<file path="src/rtl/wt_pkg.sv">
package wt_pkg;
  typedef enum logic [1:0] {
    ACT_NONE = 2'b00,
    ACT_SET  = 2'b01,
    ACT_CLR  = 2'b10,
    ACT_TGL  = 2'b11
  } act_e;

  localparam int        ADDR_W = 3;
  localparam logic [2:0] A_MODE = 3'd0;
  localparam logic [2:0] A_CMPA = 3'd1;
  localparam logic [2:0] A_CMPB = 3'd2;
  localparam logic [2:0] A_PER  = 3'd3;
  localparam logic [2:0] A_CMD  = 3'd4;

  localparam int MODE_W       = 16;
  localparam int F_OUT_BASE   = 4;   // first action field of output A
  localparam int F_OUT_STRIDE = 6;   // distance to the fields of output B
  localparam int N_OUT        = 2;

  localparam int C_EN  = 0;
  localparam int C_DIS = 1;
  localparam int C_TRG = 2;

  localparam int PRE_W = 7;

  // new output level for an action code
  function automatic logic act_apply(input logic cur, input act_e a);
    case (a)
      ACT_SET: return 1'b1;
      ACT_CLR: return 1'b0;
      ACT_TGL: return ~cur;
      default: return cur;
    endcase
  endfunction

  // last prescaler value for divide-by 2 * 4^sel
  function automatic logic [PRE_W-1:0] div_last(input logic [1:0] sel);
    logic [7:0] d;
    d = 8'd2 << {sel, 1'b0};
    return PRE_W'(d - 8'd1);
  endfunction
endpackage

</file>
<file path="src/rtl/wt_regs.sv">
module wt_regs
  import wt_pkg::*;
#(
  parameter int CNT_W = 16,
  parameter int BUS_W = 32
) (
  input  logic                clk,
  input  logic                rst_n,
  input  logic                we,
  input  logic [ADDR_W-1:0]   addr,
  input  logic [BUS_W-1:0]    wdata,
  output logic [BUS_W-1:0]    rdata,
  output logic [MODE_W-1:0]   mode_q,
  output logic [CNT_W-1:0]    cmp_a_q,
  output logic [CNT_W-1:0]    cmp_b_q,
  output logic [CNT_W-1:0]    per_q,
  output logic                cmd_en,
  output logic                cmd_dis,
  output logic                cmd_trg
);
  logic wr_cmd;
  logic unused_hi;

  assign unused_hi = ^wdata[BUS_W-1:MODE_W];
  assign wr_cmd    = we && (addr == A_CMD);
  assign cmd_dis   = wr_cmd && wdata[C_DIS];
  assign cmd_en    = wr_cmd && wdata[C_EN] && !wdata[C_DIS];
  assign cmd_trg   = wr_cmd && wdata[C_TRG];

  always_ff @(posedge clk or negedge rst_n) begin
    if (!rst_n) begin
      mode_q  <= '0;
      cmp_a_q <= '0;
      cmp_b_q <= '0;
      per_q   <= '0;
    end else if (we) begin
      case (addr)
        A_MODE:  mode_q  <= wdata[MODE_W-1:0];
        A_CMPA:  cmp_a_q <= wdata[CNT_W-1:0];
        A_CMPB:  cmp_b_q <= wdata[CNT_W-1:0];
        A_PER:   per_q   <= wdata[CNT_W-1:0];
        default: ;
      endcase
    end
  end

  always_comb begin
    case (addr)
      A_MODE:  rdata = BUS_W'(mode_q);
      A_CMPA:  rdata = BUS_W'(cmp_a_q);
      A_CMPB:  rdata = BUS_W'(cmp_b_q);
      A_PER:   rdata = BUS_W'(per_q);
      default: rdata = '0;
    endcase
  end
endmodule

</file>
<file path="src/rtl/wt_clkgen.sv">
module wt_clkgen
  import wt_pkg::*;
(
  input  logic       clk,
  input  logic       rst_n,
  input  logic [2:0] clk_sel,
  input  logic       slow_tick,
  input  logic       cmd_en,
  input  logic       cmd_dis,
  input  logic       cmd_trg,
  output logic       run_q,
  output logic       slow_sel,
  output logic       cnt_tick
);
  logic [PRE_W-1:0] pre_q;
  logic [PRE_W-1:0] pre_last;
  logic             main_hit;

  assign slow_sel = clk_sel[2];
  assign pre_last = div_last(clk_sel[1:0]);
  assign main_hit = (pre_q >= pre_last);
  assign cnt_tick = run_q && (slow_sel ? slow_tick : main_hit);

  always_ff @(posedge clk or negedge rst_n) begin
    if (!rst_n) begin
      run_q <= 1'b0;
    end else if (cmd_dis) begin
      run_q <= 1'b0;
    end else if (cmd_en) begin
      run_q <= 1'b1;
    end
  end

  always_ff @(posedge clk or negedge rst_n) begin
    if (!rst_n) begin
      pre_q <= '0;
    end else if (cmd_trg || cmd_en || !run_q || slow_sel) begin
      pre_q <= '0;
    end else begin
      pre_q <= main_hit ? '0 : pre_q + PRE_W'(1);
    end
  end
endmodule

</file>
<file path="src/rtl/wt_counter.sv">
module wt_counter #(
  parameter int CNT_W = 16
) (
  input  logic             clk,
  input  logic             rst_n,
  input  logic             cnt_tick,
  input  logic             cmd_trg,
  input  logic [CNT_W-1:0] per_q,
  output logic [CNT_W-1:0] cnt_q,
  output logic             per_hit
);
  assign per_hit = cnt_tick && (cnt_q == per_q);

  always_ff @(posedge clk or negedge rst_n) begin
    if (!rst_n) begin
      cnt_q <= '0;
    end else if (cmd_trg) begin
      cnt_q <= '0;
    end else if (cnt_tick) begin
      cnt_q <= per_hit ? '0 : cnt_q + CNT_W'(1);
    end
  end
endmodule

</file>
<file path="src/rtl/wt_wave_out.sv">
module wt_wave_out
  import wt_pkg::*;
(
  input  logic clk,
  input  logic rst_n,
  input  logic trg_evt,
  input  logic per_evt,
  input  logic cmp_evt,
  input  act_e act_trg,
  input  act_e act_per,
  input  act_e act_cmp,
  output logic wave_q
);
  act_e sel_act;

  // trigger outranks period, period outranks compare
  always_comb begin
    if (trg_evt)      sel_act = act_trg;
    else if (per_evt) sel_act = act_per;
    else if (cmp_evt) sel_act = act_cmp;
    else              sel_act = ACT_NONE;
  end

  always_ff @(posedge clk or negedge rst_n) begin
    if (!rst_n) wave_q <= 1'b0;
    else        wave_q <= act_apply(wave_q, sel_act);
  end
endmodule

</file>
<file path="src/rtl/dual_wave_timer.sv">
module dual_wave_timer
  import wt_pkg::*;
#(
  parameter int CNT_W = 16,
  parameter int BUS_W = 32
) (
  input  logic              clk,
  input  logic              rst_n,
  input  logic              slow_tick,
  input  logic              reg_we,
  input  logic [2:0]        reg_addr,
  input  logic [BUS_W-1:0]  reg_wdata,
  output logic [BUS_W-1:0]  reg_rdata,
  output logic              wave_a,
  output logic              wave_b,
  output logic [CNT_W-1:0]  count_out
);
  logic [MODE_W-1:0] mode_q;
  logic [CNT_W-1:0]  cmp_a_q, cmp_b_q, period_q, cnt_q;
  logic              cmd_en, cmd_dis, sw_trig;
  logic              run_q, slow_sel, cnt_tick, per_hit;
  logic [CNT_W-1:0]  cmp_val [N_OUT];
  logic [N_OUT-1:0]  cmp_hit;
  logic [N_OUT-1:0]  wave_q;

  wt_regs #(.CNT_W(CNT_W), .BUS_W(BUS_W)) u_regs (
    .clk(clk), .rst_n(rst_n), .we(reg_we), .addr(reg_addr), .wdata(reg_wdata),
    .rdata(reg_rdata), .mode_q(mode_q), .cmp_a_q(cmp_a_q), .cmp_b_q(cmp_b_q),
    .per_q(period_q), .cmd_en(cmd_en), .cmd_dis(cmd_dis), .cmd_trg(sw_trig)
  );

  wt_clkgen u_clkgen (
    .clk(clk), .rst_n(rst_n), .clk_sel(mode_q[2:0]), .slow_tick(slow_tick),
    .cmd_en(cmd_en), .cmd_dis(cmd_dis), .cmd_trg(sw_trig),
    .run_q(run_q), .slow_sel(slow_sel), .cnt_tick(cnt_tick)
  );

  wt_counter #(.CNT_W(CNT_W)) u_counter (
    .clk(clk), .rst_n(rst_n), .cnt_tick(cnt_tick), .cmd_trg(sw_trig),
    .per_q(period_q), .cnt_q(cnt_q), .per_hit(per_hit)
  );

  assign cmp_val[0] = cmp_a_q;
  assign cmp_val[1] = cmp_b_q;

  for (genvar g = 0; g < N_OUT; g++) begin : g_out
    localparam int BASE = F_OUT_BASE + g * F_OUT_STRIDE;
    assign cmp_hit[g] = cnt_tick && (cnt_q == cmp_val[g]);
    wt_wave_out u_wave (
      .clk(clk), .rst_n(rst_n),
      .trg_evt(sw_trig), .per_evt(per_hit), .cmp_evt(cmp_hit[g]),
      .act_trg(act_e'(mode_q[BASE+4 +: 2])),
      .act_per(act_e'(mode_q[BASE+2 +: 2])),
      .act_cmp(act_e'(mode_q[BASE +: 2])),
      .wave_q(wave_q[g])
    );
  end

  assign wave_a    = wave_q[0];
  assign wave_b    = wave_q[1];
  assign count_out = cnt_q;
endmodule


</file>
<file path="config.mk">
export PLATFORM = sky130hd
export DESIGN_NAME = dual_wave_timer
export DESIGN_NICKNAME = d
export VERILOG_FILES = /design/src/rtl/wt_pkg.sv /design/src/rtl/wt_regs.sv /design/src/rtl/wt_clkgen.sv /design/src/rtl/wt_counter.sv /design/src/rtl/wt_wave_out.sv /design/src/rtl/dual_wave_timer.sv
export SDC_FILE = /design/constraint.sdc
export NUM_CORES = 1
export LEC_CHECK = 0
export BUFFER_PORTS_ARGS = -buffer_cell sky130_fd_sc_hd__buf_2
export CAP_MARGIN = 20
export CELL_PAD_IN_SITES_DETAIL_PLACEMENT = 0
export CELL_PAD_IN_SITES_GLOBAL_PLACEMENT = 1
export CORE_UTILIZATION = 30
export DETAILED_ROUTE_END_ITERATION = 8
export PLACE_DENSITY_LB_ADDON = 0.3
export SETUP_SLACK_MARGIN = 0.1
export SYNTH_ARGS = -nofsm -noshare
export SYNTH_HDL_FRONTEND = slang
export SYNTH_SLANG_ARGS = --single-unit
</file>
<file path="constraint.sdc">
create_clock -name clk -period 3.4 [get_ports clk]
set_input_delay 0 -clock clk [delete_from_list [all_inputs] [get_ports clk]]
set_output_delay 0 -clock clk [all_outputs]
set_load 0.01 [all_outputs]
</file>
==> results of run 1 <==
==> cells in the final DEF, fill, tap and decap left out, drive strengths merged, types with 5 or more instances in the layout <==
cell type / n
a21oi: 14
a22oi: 32
a31oi: 5
and3: 8
buf: 68
clkbuf: 11
conb: 16
dfrtp: 90
dlygate4sd3: 18
ha: 9
inv: 10
mux2: 59
nand2: 41
nand3: 15
nand4: 7
nor2: 15
nor4: 14
o21ai: 18
or4: 7
xor2: 50
==> cell type report <==
type / instances / area [um2]
clock buffers: 11 / 253
clock inverters: 4 / 75.1
fillers: 1669 / 10600
inverters: 10 / 37.5
multi-input cells: 356 / 2620
flip-flops and latches: 90 / 2250
well taps: 220 / 275
repair buffers: 86 / 573
==> final timing paths <==
kind	to	cells past startpoint	start
max in group asynchronous	u_counter.cnt_q[5]$_DFFE_PN0P_	4	rst_n
worst max register to register	g_out[1].u_wave.wave_q$_DFFE_PN0P_	10	u_regs.mode_q[0]$_DFFE_PN0P_
min in group clk	u_regs.per_q[1]$_DFFE_PN0P_	4	reg_we
worst min-delay path	u_regs.mode_q[7]$_DFFE_PN0P_	2	rst_n
worst max-delay path	g_out[1].u_wave.wave_q$_DFFE_PN0P_	10	u_regs.mode_q[0]$_DFFE_PN0P_
worst min register to register	u_clkgen.pre_q[0]$_DFF_PN0_	1	u_clkgen.pre_q[0]$_DFF_PN0_
==> critical path, delay by kind of cell (launching register included) <==
kind                     cells  cell delay (ns)
buffers and inverters        2             0.33
flip-flops                   1             0.42
AND/OR/NAND/NOR              3             0.82
AO/OA/AOI/OAI                3             0.80
adder cells (fa/ha/maj)      2             0.56
==> registers in the layout, indices dropped and copies added (netlist names) <==
name                 cells
u_regs.cmp_a_q          16
g_out.u_wave.wave_q      2
u_regs.per_q            16
u_counter.cnt_q         16
u_clkgen.pre_q           7
u_clkgen.run_q           1
u_regs.mode_q           16
u_regs.cmp_b_q          16
==> cells by family after synthesis <==
family / count (synthesis) / share of synthesized area
and+or+nand+nor: 127 / 0.131
AOI/OAI and AO/OA: 91 / 0.121
DFF: 90 / 0.436
muxes: 60 / 0.130
buffers and inverters: 59 / 0.0702
xor gates and xnor gates: 53 / 0.0898
adders and majority gates: 9 / 0.0218
other: 1 / 0.000725
==> routing by layer <==
| metal | part of all wire | wire length (um) | global-route usage |
|---|---|---|---|
| met1 | 0.45 | 6770 | 0.235 |
| met2 | 0.47 | 7160 | 0.291 |
| met3 | 0.061 | 919 | 0.0361 |
| met4 | 0.022 | 333 | 0.0663 |
| met5 | 0 | 0 | 0 |
==> per-stage QoR <==
step,std cells,power (W)
finish,777,0.00368
global route,777,0.00390
CTS,776,0.00371
detailed placement,743,0.00257
global placement,743,0.00254
floorplan,505,0.00221
==> power breakdown <==
group	internal, W	leakage [nW]	switching, W	total (W)
combinational	0.000440	1.48	0.000505	0.000945
sequential	0.00130	1.10	0.000327	0.00162
clock	0.000680	0.154	0.000434	0.00111
total	0.00242	2.74	0.00126	0.00368
==> results.md, run 1 <==
- Skew final: 0.0118 ns
- Min Hold Slack: 0.0477 ns
- RSZ-0062 raised after global routing: no
- Post-synthesis cell type count: 48
- Outcome: finished, final reports clean
- Total Wirelength: 15200 um
- Layout Nets: 601
- Initial antenna violation count: 0
- I/O Pins: 89
- Crit path top cell by count: ha_1
- Slew @ Worst Pin: 0.938 ns
- Total gr overflow: 0
- Top_reg_cell synth: dfrtp_1
- Post-Syn Area: 5170 um2
- Register area share after synthesis: 0.436
- Post-synth EDFFs: 0
- Hold buffers post-CTS: 18
- Final Util: 0.364
- Synth area leaders: dfrtp_1 44%, mux2_2 13%, xor2_1 8.5%, a22oi_1 4.6%, nand2_1 3.0%
- Via count: 4006
- Category of the most critical setup path: reg -> reg
- Clock sinks: 90
- Max VDD drop: 253 uV
- Placement Rows: 47
- Clock latency on the worst-skew pair: 0.36 ns
- ANT nets after route: 0
- Number of iterations in the first detailed-routing pass: 4
- Routed len/inst: 19.5 um
- CP endpoint kind: register
- Critical Path Max Stage Delay: 0.48 ns
- Synthesis Warnings: 0
- PostCTS Resize Cnt: 0
- Setup_tns: 0 ns
- Seq cells post-synth: 90
- CP max stage cell: or4_1
- Count leader, synth: dfrtp_1
- Placer congestion estimate: 0.832
- Synth top area share: 0.436
- Largest net degree at the start of global routing: 77
- CP Data Arrival Time: 3.29 ns
- Die H: 133 um
- H-tree Lvls: 3
- Top cells by count, synth: 90 x dfrtp_1, 59 x mux2_2, 50 x xor2_1, 41 x nand2_1, 32 x a22oi_1
- Die width: 133 um
- Initial Util: 0.310
- Vias in the first global route: 4128
- Core Area: 16700 um2
- CTS tree: built
- Hold WC Path Type: in -> async
- Critical-path cell list: nor2_1, inv_1, ha_1, ha_1, nand4_1, a21oi_1, o21ai_0, buf_4, or4_1, a211o_1
- DR vias/cell: 5.16
- Rel. slew slack: 0.375
- CTS Buf Count: 9
- Power Dens Cells: 605 nW/um2
- Post-place instance area: 5550 um2
- Worst reg2reg setup slack: 0.35 ns
- Final Setup Violations: 0
- Layout cells sized above 1: 0.273
- Root buf cell: clkbuf_16
- DRC Markers: 0
- Fmax: 327 MHz
- Avg Inst Size Synth: 10.6 um2
- Maxcap violations: 0
- Pleak: 2.74 nW
- Syn-to-layout area delta: 17.6%
- I/O Buffers: 56
- Mapped Cells: 490
- Period minus WS final: 3.05 ns
- Async SR Flop Fraction: 1.00
- Die area: 17800 um2
- First-pass GRT wire length: 23900 um
- DR iter-0 viols: 229
- Antenna Cells: 0
- Total track usage: 0.179
- Critical Path RT: 3.63 ns
- Worst-path maximum fanout: 6
- Endpoints failing hold: 0
- Post-DP HPWL: 10800 um
- Clk slew on worst S/H paths: 0.07 ns
- Post CTS Setup Buffer Count: 0
- Pre-CTS setup slack: 0.365 ns
- Clock tree buffer depth: 2
- CP Launch Type: register
- Post-route cell area: 6080 um2
- Final Slew Violations: 0
- Crit share post-route: 0.898
- Final worst slack: 0.346 ns
- Post-synth top area cell: dfrtp_1
(Power assumes the default switching activity.)
==> inputs of run 2 (changes only) <==
--- a/config.mk
+++ b/config.mk
@@ -9,9 +9,9 @@
 export CAP_MARGIN = 20
 export CELL_PAD_IN_SITES_DETAIL_PLACEMENT = 0
 export CELL_PAD_IN_SITES_GLOBAL_PLACEMENT = 1
-export CORE_UTILIZATION = 30
+export CORE_UTILIZATION = 45
 export DETAILED_ROUTE_END_ITERATION = 8
-export PLACE_DENSITY_LB_ADDON = 0.3
+export PLACE_DENSITY = 0.79
 export SETUP_SLACK_MARGIN = 0.1
 export SYNTH_ARGS = -nofsm -noshare
 export SYNTH_HDL_FRONTEND = slang
==> constraint.sdc (replaced) <==
create_clock -name clk -period 3.6 [get_ports clk]
set_input_delay 0 -clock clk [delete_from_list [all_inputs] [get_ports clk]]
set_output_delay 0 -clock clk [all_outputs]
set_load 0.01 [all_outputs]
==> results.md, run 2 (synthesized netlist as in run 1, its figures left out) <==
- Outcome: finished, final reports clean
- Commonest non-fill, non-tap cells in the layout: 90 x dfrtp_1, 59 x mux2_2, 55 x buf_2
- Die width: 109 um (-18%)
- CTS tree: built
- Period minus WS final: 2.98 ns (-0.0726 ns)
- CP Data Arrival Time: 3.20 ns (-0.09 ns)
- Initial Util: 0.469 (+0.159)
- Total Wirelength: 13400 um (-12%)
- Layout cells sized above 1: 0.260 (-0.0134)
- Endpoints failing hold: 0 (unchanged)
- Pleak: 2.69 nW (-1.6%)
- Slew @ Worst Pin: 1.02 ns (+0.0833 ns)
- Post-DP HPWL: 9330 um (-14%)
- Most common cell after layout, fill and taps aside: dfrtp_1
- Maxcap violations: 0 (unchanged)
- Clock latency on the worst-skew pair: 0.34 ns (-0.02 ns)
- Placement Rows: 38 (-19%)
- Clk slew on worst S/H paths: 0.06 ns (about the same)
- Clock sinks: 90 (unchanged)
- Rel. slew slack: 0.319 (-0.0556)
- CTS Buf Count: 9 (unchanged)
- Via count: 4081 (+1.9%)
- Critical Path RT: 3.82 ns (+0.19 ns)
- Placer congestion estimate: 0.873 (+4.9%)
- Fillcell total: 986 (-41%)
- Syn-to-layout area delta: 13.9%
- Min Hold Slack: 0.00748 ns (-0.0403 ns)
- H-tree Lvls: 3 (unchanged)
- Fmax: 335 MHz (+2.4%)
- Worst-path maximum fanout: 7 (+1)
- CP endpoint kind: register
- Die H: 109 um (-18%)
- Hold WC Path Type: in -> reg
- Setup_tns: 0 ns (unchanged)
- CP Launch Type: register
- Layout Nets: 594 (-1.2%)
- Initial antenna violation count: 0 (unchanged)
- RSZ-0062 raised after global routing: no
- Total track usage: 0.245 (+0.0655)
- Routed len/inst: 19.3 um (-1.1%)
- ANT nets after route: 0 (unchanged)
- Number of iterations in the first detailed-routing pass: 5 (+1)
- I/O Buffers: 56 (unchanged)
- Skew final: 0.00638 ns (-0.00540 ns)
- DR iter-0 viols: 240 (+4.8%)
- Root buf cell: clkbuf_16
- Multi-input gate area: 2620 um2 (unchanged)
- First-pass GRT wire length: 21600 um (-9.4%)
- Vias in the first global route: 4021 (-2.6%)
- I/O Pins: 89 (unchanged)
- Die area: 11900 um2 (-33%)
- Largest net degree at the start of global routing: 59 (-23%)
- DR vias/cell: 5.91 (+15%)
- Total gr overflow: 0 (unchanged)
- Antenna Cells: 0 (unchanged)
- Core Area: 11000 um2 (-34%)
- Crit share post-route: 0.828 (-0.0701)
- PostCTS Resize Cnt: 0 (unchanged)
- Power Dens Cells: 574 nW/um2 (-5.1%)
- Clock tree buffer depth: 2 (unchanged)
- Final Setup Violations: 0 (unchanged)
- Max VDD drop: 281 uV (+11%)
- DRC Markers: 0 (unchanged)
- Register area: 2250 um2 (unchanged)
- Final Slew Violations: 0 (unchanged)
- Category of the most critical setup path: reg -> reg
==> run 2: cell count changes in the layout (fill, tap and decap cells not counted) <==
cell and delta:
clkinvlp_4 -2, clkbuf_8 -1, buf_16 -1, buf_4 -6, clkbuf_1 +4, dlygate4sd3_1 -1
clkbuf_2 +1
==> run 2: final timing paths <==
| kind | startpoint | to | slack, ns | cells past startpoint |
|---|---|---|---|---|
| min in group asynchronous | rst_n | u_clkgen.pre_q[5]$_DFF_PN0_ | 0.28 | 2 |
| max in group asynchronous | rst_n | u_regs.cmp_b_q[11]$_DFFE_PN0P_ | 2.40 | 3 |
| worst max-delay path | u_regs.mode_q[0]$_DFFE_PN0P_ | g_out[0].u_wave.wave_q$_DFFE_PN0P_ | 0.62 | 10 |
| worst min-delay path | reg_wdata[2] | u_regs.mode_q[2]$_DFFE_PN0P_ | 0.007 | 3 |
| worst max register to register | u_regs.mode_q[0]$_DFFE_PN0P_ | g_out[0].u_wave.wave_q$_DFFE_PN0P_ | 0.62 | 10 |
| worst min register to register | u_clkgen.pre_q[0]$_DFF_PN0_ | u_clkgen.pre_q[0]$_DFF_PN0_ | 0.49 | 1 |
==> run 2: area by class of cell <==
type / instances / area share
Sequential cell: 90 / 0.382
Tap cell: 140 / 0.0297
Inverter: 10 / 0.00637
Timing Repair Buffer: 79 / 0.0841
Clock inverter: 2 / 0.0102
Clock buffer: 14 / 0.0431
Multi-Input combinational cell: 356 / 0.444
==> run 2: power breakdown <==
| part | switching (W) | internal [W] |
|---|---|---|
| Clock | 0.000371 | 0.000629 |
| Sequential | 0.000313 | 0.00122 |
| Combinational | 0.000445 | 0.000402 |
| Total | 0.00113 | 0.00225 |
==> run 2: critical path, cell delays in order (launching register included) <==
cell,delay (ns)
dfrtp_1,0.42
nor2_1,0.21
inv_1,0.07
ha_1,0.29
ha_1,0.27
nand4_1,0.12
a21oi_1,0.21
o21ai_0,0.23
clkbuf_2,0.24
or4_1,0.50
a211o_1,0.31
==> run 2: stage by stage <==
step	instance area [um2]	std cells	setup WS, ns	power, W	utilization
3_3_place_gp	5400	657	0.592	0.00234	0.490
3_5_place_dp	5400	657	0.507	0.00237	0.490
6_report	5890	691	0.619	0.00338	0.534
2_1_floorplan	5230	505	0.974	0.00209	-
5_1_grt	5890	691	0.379	0.00358	0.534
4_1_cts	5890	690	0.493	0.00340	0.534
==> run 2: what timing repair did <==
item	in CTS	in global routing
hold endpoints to repair	118	0
setup buffers	0	0
setup endpoints to repair	0	0
hold buffers	17	0
==> run 2: per-layer routing <==
layer  global-route usage  vias up  routed length, um
li1                     -     1850                  -
met1                0.330     2044               5700
met2                0.394      165               6480
met3               0.0311       22                847
met4                0.108        0                325
met5                    0        -                  0
==> inputs of run 3 (changes only) <==
--- a/config.mk
+++ b/config.mk
@@ -9,9 +9,9 @@
 export CAP_MARGIN = 20
 export CELL_PAD_IN_SITES_DETAIL_PLACEMENT = 0
 export CELL_PAD_IN_SITES_GLOBAL_PLACEMENT = 1
-export CORE_UTILIZATION = 45
+export CORE_UTILIZATION = 40
 export DETAILED_ROUTE_END_ITERATION = 8
-export PLACE_DENSITY = 0.79
+export PLACE_DENSITY = 0.74
 export SETUP_SLACK_MARGIN = 0.1
 export SYNTH_ARGS = -nofsm -noshare
 export SYNTH_HDL_FRONTEND = slang
==> constraint.sdc (replaced) <==
create_clock -name clk -period 2.7 [get_ports clk]
set_input_delay 0 -clock clk [delete_from_list [all_inputs] [get_ports clk]]
set_output_delay 0 -clock clk [all_outputs]
set_load 0.01 [all_outputs]
==> results.md, run 3 (synthesized netlist as in run 1, its figures left out) <==
- Outcome: finished, final reports clean
- RR Startpoint: u_regs.mode_q[0]$_DFFE_PN0P_
- Routed len/inst: 19.2 um (-0.50%)
- Final worst slack: 0.0584 ns (-0.560 ns)
- DR vias/cell: 5.58 (-5.5%)
- DR iter-0 viols: 268 (+12%)
- Final Setup Violations: 0 (unchanged)
- Clock tree buffer depth: 2 (unchanged)
- Placer congestion estimate: 0.856 (-1.9%)
- Antenna Cells: 0 (unchanged)
- Final Util: 0.491 (-0.0431)
- Hold WC Path Type: in -> reg
- Fmax: 379 MHz (+13%)
- Critical Path Max Stage Delay: 0.54 ns (+0.04 ns)
- Syn-to-layout area delta: 19.8%
- Vias in the first global route: 4196 (+4.4%)
- Skew final: 0.00395 ns (-0.00243 ns)
- Layout cells sized above 1: 0.332 (+0.0721)
- Total track usage: 0.228 (-0.0168)
- Die H: 116 um (+6.0%)
- Critical-path cell list: nor2_2, inv_2, ha_4, ha_4, nand4_1, a2111o_1, o211a_4, or4_4, a21oi_2
- CP max stage cell: or4_4
- I/O Buffers: 56 (unchanged)
- Non-Filler Instances: 751 (+8.7%)
- Clock latency on the worst-skew pair: 0.35 ns (about the same)
- Critical Path End: u_counter.cnt_q[7]$_DFFE_PN0P_
- Crit path top cell by count: ha_4
- Total Wirelength: 14400 um (+8.1%)
- CP Launch Point: u_regs.mode_q[0]$_DFFE_PN0P_
- Root buf cell: clkbuf_16
- Placed cell count: 709 (+7.9%)
- Crit share post-route: 0.978 (+0.150)
- Die width: 116 um (+6.0%)
- Post-DP HPWL: 9870 um (+5.8%)
- DRC Markers: 0 (unchanged)
- Pleak: 2.82 nW (+4.8%)
- Clock sinks: 90 (unchanged)
- Rel. slew slack: 0.385 (+0.0658)
- CTS tree: built
- Maxcap violations: 0 (unchanged)
- Worst-path maximum fanout: 6 (-1)
- Initial Util: 0.410 (-0.0590)
- ANT nets after route: 0 (unchanged)
- Placement Rows: 41 (+7.9%)
- Critical Path RT: 2.98 ns (-0.84 ns)
- Min Hold Slack: 0.0106 ns (+0.00308 ns)
- Die area: 13400 um2 (+12%)
- CP endpoint kind: register
- Layout Nets: 622 (+4.7%)
- Endpoints failing hold: 0 (unchanged)
- H-tree Lvls: 3 (unchanged)
- Via count: 4190 (+2.7%)
- Reg-to-reg endpoint: u_counter.cnt_q[7]$_DFFE_PN0P_
- Initial antenna violation count: 0 (unchanged)
- CTS Buf Count: 9 (unchanged)
- Pre-CTS setup slack: -0.0651 ns (-0.572 ns)
- Final Slew Violations: 0 (unchanged)
- Reg2Reg Depth: 9 (-1)
- Power Dens Cells: 726 nW/um2 (+27%)
- Category of the most critical setup path: reg -> reg
- Total gr overflow: 0 (unchanged)
- Commonest non-fill, non-tap cells in the layout: 90 x dfrtp_1, 59 x mux2_2, 55 x buf_2
- Slew @ Worst Pin: 0.920 ns (-0.101 ns)
- Number of iterations in the first detailed-routing pass: 5 (unchanged)
- I/O Pins: 89 (unchanged)
- RSZ-0062 raised after global routing: yes
- Worst reg2reg setup slack: 0.06 ns (-0.56 ns)
- Most common cell after layout, fill and taps aside: dfrtp_1
- Max VDD drop: 502 uV (+79%)
- Core Area: 12600 um2 (+14%)
- Largest net degree at the start of global routing: 56 (-5.1%)
- CP Data Arrival Time: 2.92 ns (-0.28 ns)
- First-pass GRT wire length: 22600 um (+4.5%)
- Period minus WS final: 2.64 ns (-0.340 ns)
- CP Launch Type: register
- Clk slew on worst S/H paths: 0.06 ns (about the same)
## run 3: cell count changes in the layout (fill, tap and decap cells not counted), sizes merged
cell,previous run,this run
buf,61,90
clkbuf,15,9
clkinv,0,4
clkinvlp,0,3
bufinv,2,0
dlygate4sd3,17,16
o211a,1,2
## run 3: stage by stage
step	total power, W	instance area (um2)	setup TNS (ns)
floorplan	0.00279	5230	0
global placement	0.00320	5600	0
detailed placement	0.00324	5600	-0.226
CTS	0.00445	6060	0
global route	0.00476	6200	-0.00230
finish	0.00450	6200	0
## run 3: cell type report
cell class	instances	area, um2
clock inverters	7	46.3
clock buffers	9	225
flip-flops and latches	90	2250
well taps	172	215
multi-input cells	357	2720
repair buffers	106	702
inverters	10	37.5
fillers	1199	6420
## run 3: worst min path at each step
stage          slack (ns)  cells past startpoint                                  to    startpoint
6_report             0.01                      3        u_regs.mode_q[2]$_DFFE_PN0P_  reg_wdata[2]
5_1_grt              0.03                      3        u_regs.mode_q[2]$_DFFE_PN0P_  reg_wdata[2]
4_1_cts             0.003                      3        u_regs.mode_q[2]$_DFFE_PN0P_  reg_wdata[2]
3_5_place_dp         0.11                      1        u_regs.mode_q[3]$_DFFE_PN0P_         rst_n
3_3_place_gp          0.1                      1        u_regs.mode_q[3]$_DFFE_PN0P_         rst_n
2_1_floorplan       -0.30                      0  g_out[0].u_wave.wave_q$_DFFE_PN0P_         rst_n
## run 3: worst max-delay path: cells and delay by family (launching register included)
family | cells | cell delay (ns)
simple gates | 3 | 0.78
fa+ha+maj | 2 | 0.47
compound gates | 3 | 0.84
buf+inv | 1 | 0.05
flops | 1 | 0.43
## run 3: metal layers
metal,wire length (um),vias to the layer above,GRT usage
li1,-,1917,-
met1,6080,2062,0.284
met2,7010,185,0.381
met3,1040,26,0.0533
met4,311,0,0.0949
met5,0,-,0
## run 3: report_power, final
part,total [W],leakage (nW),internal (W),switching [W]
combinational,0.00131,1.59,0.000642,0.000666
clock,0.00116,0.127,0.000620,0.000543
sequential,0.00203,1.10,0.00163,0.000399
## run 3: timing repair
action	4_1_cts	5_1_grt
cloned	0	1
setup endpoints to repair	9	15
pin swaps	2	17
hold endpoints to repair	114	0
hold buffers	16	0
gates resized for setup	3	20
setup buffers	3	6
